### src/rtl/dsc_pkg.sv
package dsc_pkg;

    typedef enum logic [1:0] {
        MODE_SPLIT = 2'b00,
        MODE_BCD   = 2'b01,
        MODE_BIQ   = 2'b10,
        MODE_SPARE = 2'b11
    } cascade_mode_e;

    localparam int          QUIN_W    = 3;
    localparam int          QUIN_MOD  = 5;
    localparam logic [QUIN_W-1:0] QUIN_LAST = QUIN_W'(QUIN_MOD - 1);

    typedef logic [QUIN_W-1:0] quin_t;

    // Advance requests for the two stages in one cycle
    typedef struct packed {
        logic adv2;
        logic adv5;
    } adv_t;

    function automatic quin_t quin_next(input quin_t s);
        return (s >= QUIN_LAST) ? '0 : quin_t'(s + 1'b1);
    endfunction

    function automatic logic is_decade(input cascade_mode_e m);
        return (m == MODE_BCD) || (m == MODE_BIQ);
    endfunction

endpackage

### src/rtl/dsc_reset_sync.sv
module dsc_reset_sync #(
    parameter int STAGES = 2
) (
    input  logic clk,
    input  logic rst_in,
    output logic rst_out
);
    logic [STAGES-1:0] hold;

    for (genvar i = 0; i < STAGES; i++) begin : g_stage
        always_ff @(posedge clk or posedge rst_in) begin
            if (rst_in) begin
                hold[i] <= 1'b1;
            end else begin
                if (i == 0) hold[i] <= 1'b0;
                else        hold[i] <= hold[(i == 0) ? 0 : i-1];
            end
        end
    end

    assign rst_out = hold[STAGES-1];
endmodule

### src/rtl/dsc_edge_sync.sv
module dsc_edge_sync #(
    parameter int STAGES = 2
) (
    input  logic clk,
    input  logic rst,
    input  logic din,
    output logic fall
);
    logic [STAGES-1:0] chain;
    logic              last;

    for (genvar i = 0; i < STAGES; i++) begin : g_sync
        always_ff @(posedge clk or posedge rst) begin
            if (rst) begin
                chain[i] <= 1'b0;
            end else begin
                if (i == 0) chain[i] <= din;
                else        chain[i] <= chain[(i == 0) ? 0 : i-1];
            end
        end
    end

    always_ff @(posedge clk or posedge rst) begin
        if (rst) last <= 1'b0;
        else     last <= chain[STAGES-1];
    end

    // Seen high last cycle, low now: one-cycle pulse
    assign fall = last & ~chain[STAGES-1];
endmodule

### src/rtl/dsc_stages.sv
module dsc_div2_stage (
    input  logic clk,
    input  logic rst,
    input  logic adv,
    output logic q
);
    always_ff @(posedge clk or posedge rst) begin
        if (rst)      q <= 1'b0;
        else if (adv) q <= ~q;
    end
endmodule

module dsc_div5_stage
    import dsc_pkg::*;
(
    input  logic  clk,
    input  logic  rst,
    input  logic  adv,
    output quin_t q
);
    always_ff @(posedge clk or posedge rst) begin
        if (rst)      q <= '0;
        else if (adv) q <= quin_next(q);
    end
endmodule

### src/rtl/dual_section_counter.sv
module dual_section_counter
    import dsc_pkg::*;
#(
    parameter int SYNC_STAGES = 2,
    parameter int RST_STAGES  = 2
) (
    input  logic       clk,
    input  logic       rst,
    input  logic [1:0] mode,
    input  logic       cnt_a,
    input  logic       cnt_b,
    output logic       qa,
    output logic       qb,
    output logic       qc,
    output logic       qd,
    output logic       tc
);
    cascade_mode_e mode_e;
    logic          rst_i;
    logic          fall_a, fall_b;
    logic          qa_prev, qd_prev;
    logic          qa_drop, qd_drop;
    adv_t          adv;
    quin_t         quin;

    assign mode_e = cascade_mode_e'(mode);

    dsc_reset_sync #(.STAGES(RST_STAGES)) u_rst (
        .clk(clk), .rst_in(rst), .rst_out(rst_i)
    );

    dsc_edge_sync #(.STAGES(SYNC_STAGES)) u_sync_a (
        .clk(clk), .rst(rst_i), .din(cnt_a), .fall(fall_a)
    );

    dsc_edge_sync #(.STAGES(SYNC_STAGES)) u_sync_b (
        .clk(clk), .rst(rst_i), .din(cnt_b), .fall(fall_b)
    );

    // Internal cascade taps: a stage output falling, seen one cycle late
    always_ff @(posedge clk or posedge rst_i) begin
        if (rst_i) begin
            qa_prev <= 1'b0;
            qd_prev <= 1'b0;
        end else begin
            qa_prev <= qa;
            qd_prev <= quin[2];
        end
    end

    assign qa_drop = qa_prev & ~qa;
    assign qd_drop = qd_prev & ~quin[2];

    always_comb begin
        unique case (mode_e)
            MODE_BCD: begin
                adv.adv2 = fall_a;
                adv.adv5 = qa_drop;
            end
            MODE_BIQ: begin
                adv.adv2 = qd_drop;
                adv.adv5 = fall_b;
            end
            default: begin
                adv.adv2 = fall_a;
                adv.adv5 = fall_b;
            end
        endcase
    end

    dsc_div2_stage u_div2 (
        .clk(clk), .rst(rst_i), .adv(adv.adv2), .q(qa)
    );

    dsc_div5_stage u_div5 (
        .clk(clk), .rst(rst_i), .adv(adv.adv5), .q(quin)
    );

    // Rollover flag, set by the update that brings the decade back to 0
    always_ff @(posedge clk or posedge rst_i) begin
        if (rst_i) begin
            tc <= 1'b0;
        end else begin
            tc <= ((mode_e == MODE_BCD) && adv.adv5 && (quin == QUIN_LAST)) ||
                  ((mode_e == MODE_BIQ) && adv.adv2 && qa);
        end
    end

    assign qb = quin[0];
    assign qc = quin[1];
    assign qd = quin[2];
endmodule

### config.mk
export PLATFORM = sky130hd
export DESIGN_NAME = dual_section_counter
export DESIGN_NICKNAME = d
export VERILOG_FILES = /design/src/rtl/dsc_pkg.sv /design/src/rtl/dsc_reset_sync.sv /design/src/rtl/dsc_edge_sync.sv /design/src/rtl/dsc_stages.sv /design/src/rtl/dual_section_counter.sv
export SDC_FILE = /design/constraint.sdc
export NUM_CORES = 1
export LEC_CHECK = 0
export CAP_MARGIN = 10
export CORE_AREA = 2 2 40 42
export DETAILED_ROUTE_END_ITERATION = 7
export DIE_AREA = 0 0 42 44
export PLACE_DENSITY = 0.72
export SLEW_MARGIN = 20
export SYNTH_ARGS = -nofsm -noshare
export SYNTH_HDL_FRONTEND = slang
export SYNTH_HIERARCHICAL = 1
export SYNTH_SLANG_ARGS = --single-unit
### constraint.sdc
create_clock -name clk -period 0.8 [get_ports clk]
set_input_delay 0.08 -clock clk [delete_from_list [all_inputs] [get_ports clk]]
set_output_delay 0.08 -clock clk [all_outputs]
set_load 0.005 [all_outputs]
; ---- Word-level counts from Yosys, hierarchy flattened
; Index checks and enable logic that the tools add are counted.
[totals]
inputBits = 6
regBits = 15
output_inout_bits = 5
word_cells = 33
[classes]
n_reduce_logical = 5
n_bitwise = 8
magnitude_cmp = 1
muxes = 2
add_sub_neg = 1
n_eq_ne = 3
[ops]
columns = operator, count
row1 = bitwise AND 1 bit, 4
row2 = logical AND 1 bit, 4
row3 = inverter 1 bit, 4
row4 = case mux 2 bit (2 select lines), 1
row5 = "adder 3 x 1 -> 3 bit, second input constant", 1
row6 = "== test 3 bit, second input constant", 1
row7 = "greater-or-equal comparator 3 bit, second input constant", 1
row8 = 2-to-1 mux 3 bit, 1
row9 = "== test 2 x 1 -> 1 bit, second input constant", 1
row10 = "== test 2 bit, second input constant", 1
row11 = logical OR 1 bit, 1

; ---- Longest topological paths before layout
[depth]
depth_word = 6
ltp_mapped = 6

; ---- Modules after synthesis
; Netlist, hierarchy kept.
[by_module_without_submodules]
columns = mod, area_per_inst_um2, instances, cells_per_inst
row1 = dsc_edge_sync, 92.6, 2, 5
row2 = dual_section_counter, 171.4, 1, 17
row3 = dsc_div5_stage, 153.9, 1, 15
row4 = dsc_reset_sync, 60.1, 1, 4
row5 = dsc_div2_stage, 37.5, 1, 3

; ---- Worst setup path after synthesis
; Ideal clock, no wire load.
[synth_timing]
kind = input to register
start = input port mode[0]
end = register u_div5.q[0]
n_path_buf = 0
arrival_ps = 1437
path_slack_ps = -720
stages = 6
setup_ps = 83
required_ps = 717
cell_sequence = inv_1 ha_1 or4bb_1 nand2_1 or3b_1 o21ai_0
[synth_lines]
columns = item, line_no
row1 = "start, declared", dual_section_counter.sv:9  ; input logic [1:0] mode,
row2 = "end signal, assigned", dsc_stages.sv:23  ; else if (adv) q <= quin_next(q);
row3 = "end, declared", dsc_stages.sv:19  ; output quin_t q

==> flow_summary.yaml <==
power:
  peak_ir_drop_on_the_vdd_network_uv: 1630
  leakage_nw: 0.484
  power_density_mw_per_mm2: 2650
detailed_routing:
  met2_length_um: 529
  wire_length_reported_by_the_detailed_router_um: 1180
  drcViolationCount: 0
  via_count: 438
  detail_route.wl_per_cell_um: 12.2
  route.met3.wl_um: 43
  detail_route.first_pass.iterations: 3
  drtAntennaViolNets: 0
  top_layer_used: "met4"
  post_drt_via_cell_ratio: 4.52
  drt_iter0_drc: 3
  wl_on_met1_um: 532
yosys:
  yosys_register_bits: 15
  ys_types: 15
  synth.yosys.seq_area_share_pct: 62.1
  synth_fp_nets: 59
  yosys.area.top_type: "sky130_fd_sc_hd__dfrtp_1"
  post_syn_area_per_cell_um2: 12.4
  synth_top_cell_area_share_pct: 53.5
  ys_top_cells_by_area: "sky130_fd_sc_hd__dfrtp_1 (53%), sky130_fd_sc_hd__dfstp_2 (8.6%), sky130_fd_sc_hd__ha_1 (8.2%), sky130_fd_sc_hd__inv_1 (6.8%), sky130_fd_sc_hd__nor2b_4 (4.5%)"
  ys_warn_count: 6
  netlist_instances: 49
  syn-cell-area_um2: 608
sta:
  final_period_minus_worst_setup_slack_ns: 1.45
  setup_viol_count_final: 11
  worst_clock_skew_ns: 0.0130
  final_min_period_over_clock_period_pct: 181
  rsz_0062_raised_after_global_routing: "true"
  setup_ws_ns: -0.650
  final-max-slew-violation-count: 0
  timing.fmax_mhz: 690
  finalHoldViolations: 0
setup_path:
  critical_path_class: "register to register"
  critical-path-slowest-cell: "sky130_fd_sc_hd__or4bb_1"
  critPathCaptureType: "register"
  cp.arrival_ns: 1.67
  cpPeakStageDelay_ns: 0.49
  worst_ep_required_time_ns: 1.02
  critical_path.max_fanout: 2
  cp-start-kind: "register"
  path_cells: "or4bb_1 -> nand2_2 -> or3b_1 -> o21ai_1"
clock_network:
  tritoncts.num_buffers: 3
  cts.root.buffer_cell: "sky130_fd_sc_hd__clkbuf_4"
  path_clk_slew_ns: 0.09
  h_tree_depth: 1
  cts_tree: "done"
  ctsLongestPathBuffers: 2
  clk_latency_ns: 0.28
  cts_sinks: 15
floorplan:
  chipHeight_um: 44
  die_area_mm2: 0.00185
  num_io_pins: 11
  rows: 14
  initial_utilization_pct: 42.9
  die_w_um: 42
  core-area_mm2: 0.00142
layout:
  stdcell_count: 97
  nFillCells: 115
  layout.core_utilization_pct: 64.6
  n_antenna_cell: 0
  layout.cells.most_common_list: "sky130_fd_sc_hd__dfrtp_1 (13), sky130_fd_sc_hd__buf_4 (12), sky130_fd_sc_hd__inv_1 (10), sky130_fd_sc_hd__buf_6 (7), sky130_fd_sc_hd__o21ai_1 (4)"
  stdcell_area_um2: 916
  layout_commonest_cell: "sky130_fd_sc_hd__dfrtp_1"
  finalNetCount: 92
  area_growth_pct: 50.6
  final_layout_size_suffix_gt1_share_pct: 44.4
status:
  outcome: "finished, violations left"
  violations: "setup timing"
global_routing:
  globalRoute.totalOverflow: 0
  antenna_found_initial: 0
  grt_start_max_net_pins: 9
  grt_pass1_vias: 463
  grt_first_pass_wirelength_um: 2000
  grt_usage_pct: 15.5
placement:
  port_buffers: 10
  dp_cells: 84
  placedInstanceArea_um2: 811
  hpwlAfterDp_um: 751
  gp_congestion: 0.772
job:
  timing.max_cap.violations: 0
worst_hold_path:
  hold_class: "primary input to asynchronous set/reset pin"
-- final timing paths --
check	end	startpoint	cells after the start	slack, ns
worst max-delay path	u_div5/q[0]	u_div2/q	4	-0.65
worst min-delay path	u_rst/hold[0]	rst	2	0.10
worst max register to register	u_div5/q[0]	u_div2/q	4	-0.65
worst min register to register	u_div2/q	u_rst/rst_out	1	0.13
max in group asynchronous	u_div5/q[1]	u_rst/rst_out	1	0.47
min in group clk	u_sync_a/chain[0]	cnt_a	1	0.24
-- flip-flops by register name, summed over array words and instances, names as in the netlist --
| signal | flops |
|---|---|
| u_sync_b/chain | 2 |
| u_div5/q | 3 |
| qa_prev | 1 |
| u_sync_b/last | 1 |
| u_rst/hold | 1 |
| u_rst/rst_out | 1 |
| tc | 1 |
| u_div2/q | 1 |
| u_sync_a/chain | 2 |
| qd_prev | 1 |
| u_sync_a/last | 1 |
-- metrics by stage --
stage / hold slack [ns] / setup slack [ns] / total power [mW] / TNS (ns)
2_1_floorplan: -0.00850 / -0.683 / 1.25 / -2.31
3_3_place_gp: 0.118 / -1.08 / 1.67 / -5.96
3_5_place_dp: 0.125 / -1.12 / 1.69 / -6.14
4_1_cts: 0.102 / -0.655 / 2.27 / -3.89
5_1_grt: 0.130 / -0.713 / 2.60 / -4.74
6_report: 0.101 / -0.650 / 2.43 / -4.17
-- Yosys cell counts --
cell type / number
sky130_fd_sc_hd__a32o_2: 1
sky130_fd_sc_hd__conb_1: 1
sky130_fd_sc_hd__dfrtp_1: 13
sky130_fd_sc_hd__dfstp_2: 2
sky130_fd_sc_hd__ha_1: 4
sky130_fd_sc_hd__inv_1: 11
sky130_fd_sc_hd__nand2_1: 3
sky130_fd_sc_hd__nand3b_1: 2
sky130_fd_sc_hd__nor2b_4: 2
sky130_fd_sc_hd__nor3_1: 1
sky130_fd_sc_hd__o21ai_0: 4
sky130_fd_sc_hd__o21ai_1: 1
sky130_fd_sc_hd__or3b_1: 1
sky130_fd_sc_hd__or4bb_1: 2
sky130_fd_sc_hd__xor2_1: 1
-- logic make-up (layout without fill, tap and decap cells) --
group           after synthesis  count (layout)  share of synthesized area [%]
compound gates                6               6                           5.97
xor+xnor                      1               1                           1.44
fa+ha+maj                     4               4                           8.23
buf+inv                      11              43                           6.79
flops                        15              15                           62.1
other cells                   1               1                          0.617
simple gates                 11              11                           14.8
-- area by class of cell --
type	count	area (um^2)	share of cell area, %
multi-input combinational	23	214	23.4
tap	16	20.0	2.19
inverter	11	41.3	4.51
sequential	15	378	41.3
timing repair buffer	28	236	25.8
clock buffer	4	26.3	2.87
-- report_power, final --
group / leakage (nW) / total (mW) / switching [mW] / internal (mW)
sequential: 0.180 / 1.00 / 0.0850 / 0.919
combinational: 0.288 / 0.998 / 0.385 / 0.613
clock: 0.0150 / 0.425 / 0.231 / 0.193
total: 0.484 / 2.43 / 0.701 / 1.73
-- worst max-delay path: cells and delay by family, from the launching register on --
family / cells / cell delay (ns)
DFF: 1 / 0.40
AOI/OAI and AO/OA: 1 / 0.08
and+or+nand+nor: 3 / 0.90
-- routing by layer --
layer  vias up  GRT usage (%)
met1       201           20.4
li1        217              -
met4         0           9.68
met2        12           22.8
met3         8           4.17
met5         -              0
-- timing repair --
item	in CTS	in global routing
hold buffers	0	0
resized for setup	28	7
setup endpoints to repair	10	11
buffers inserted	7	4
pin swaps	3	3
Power figures use the tool's default switching activity.
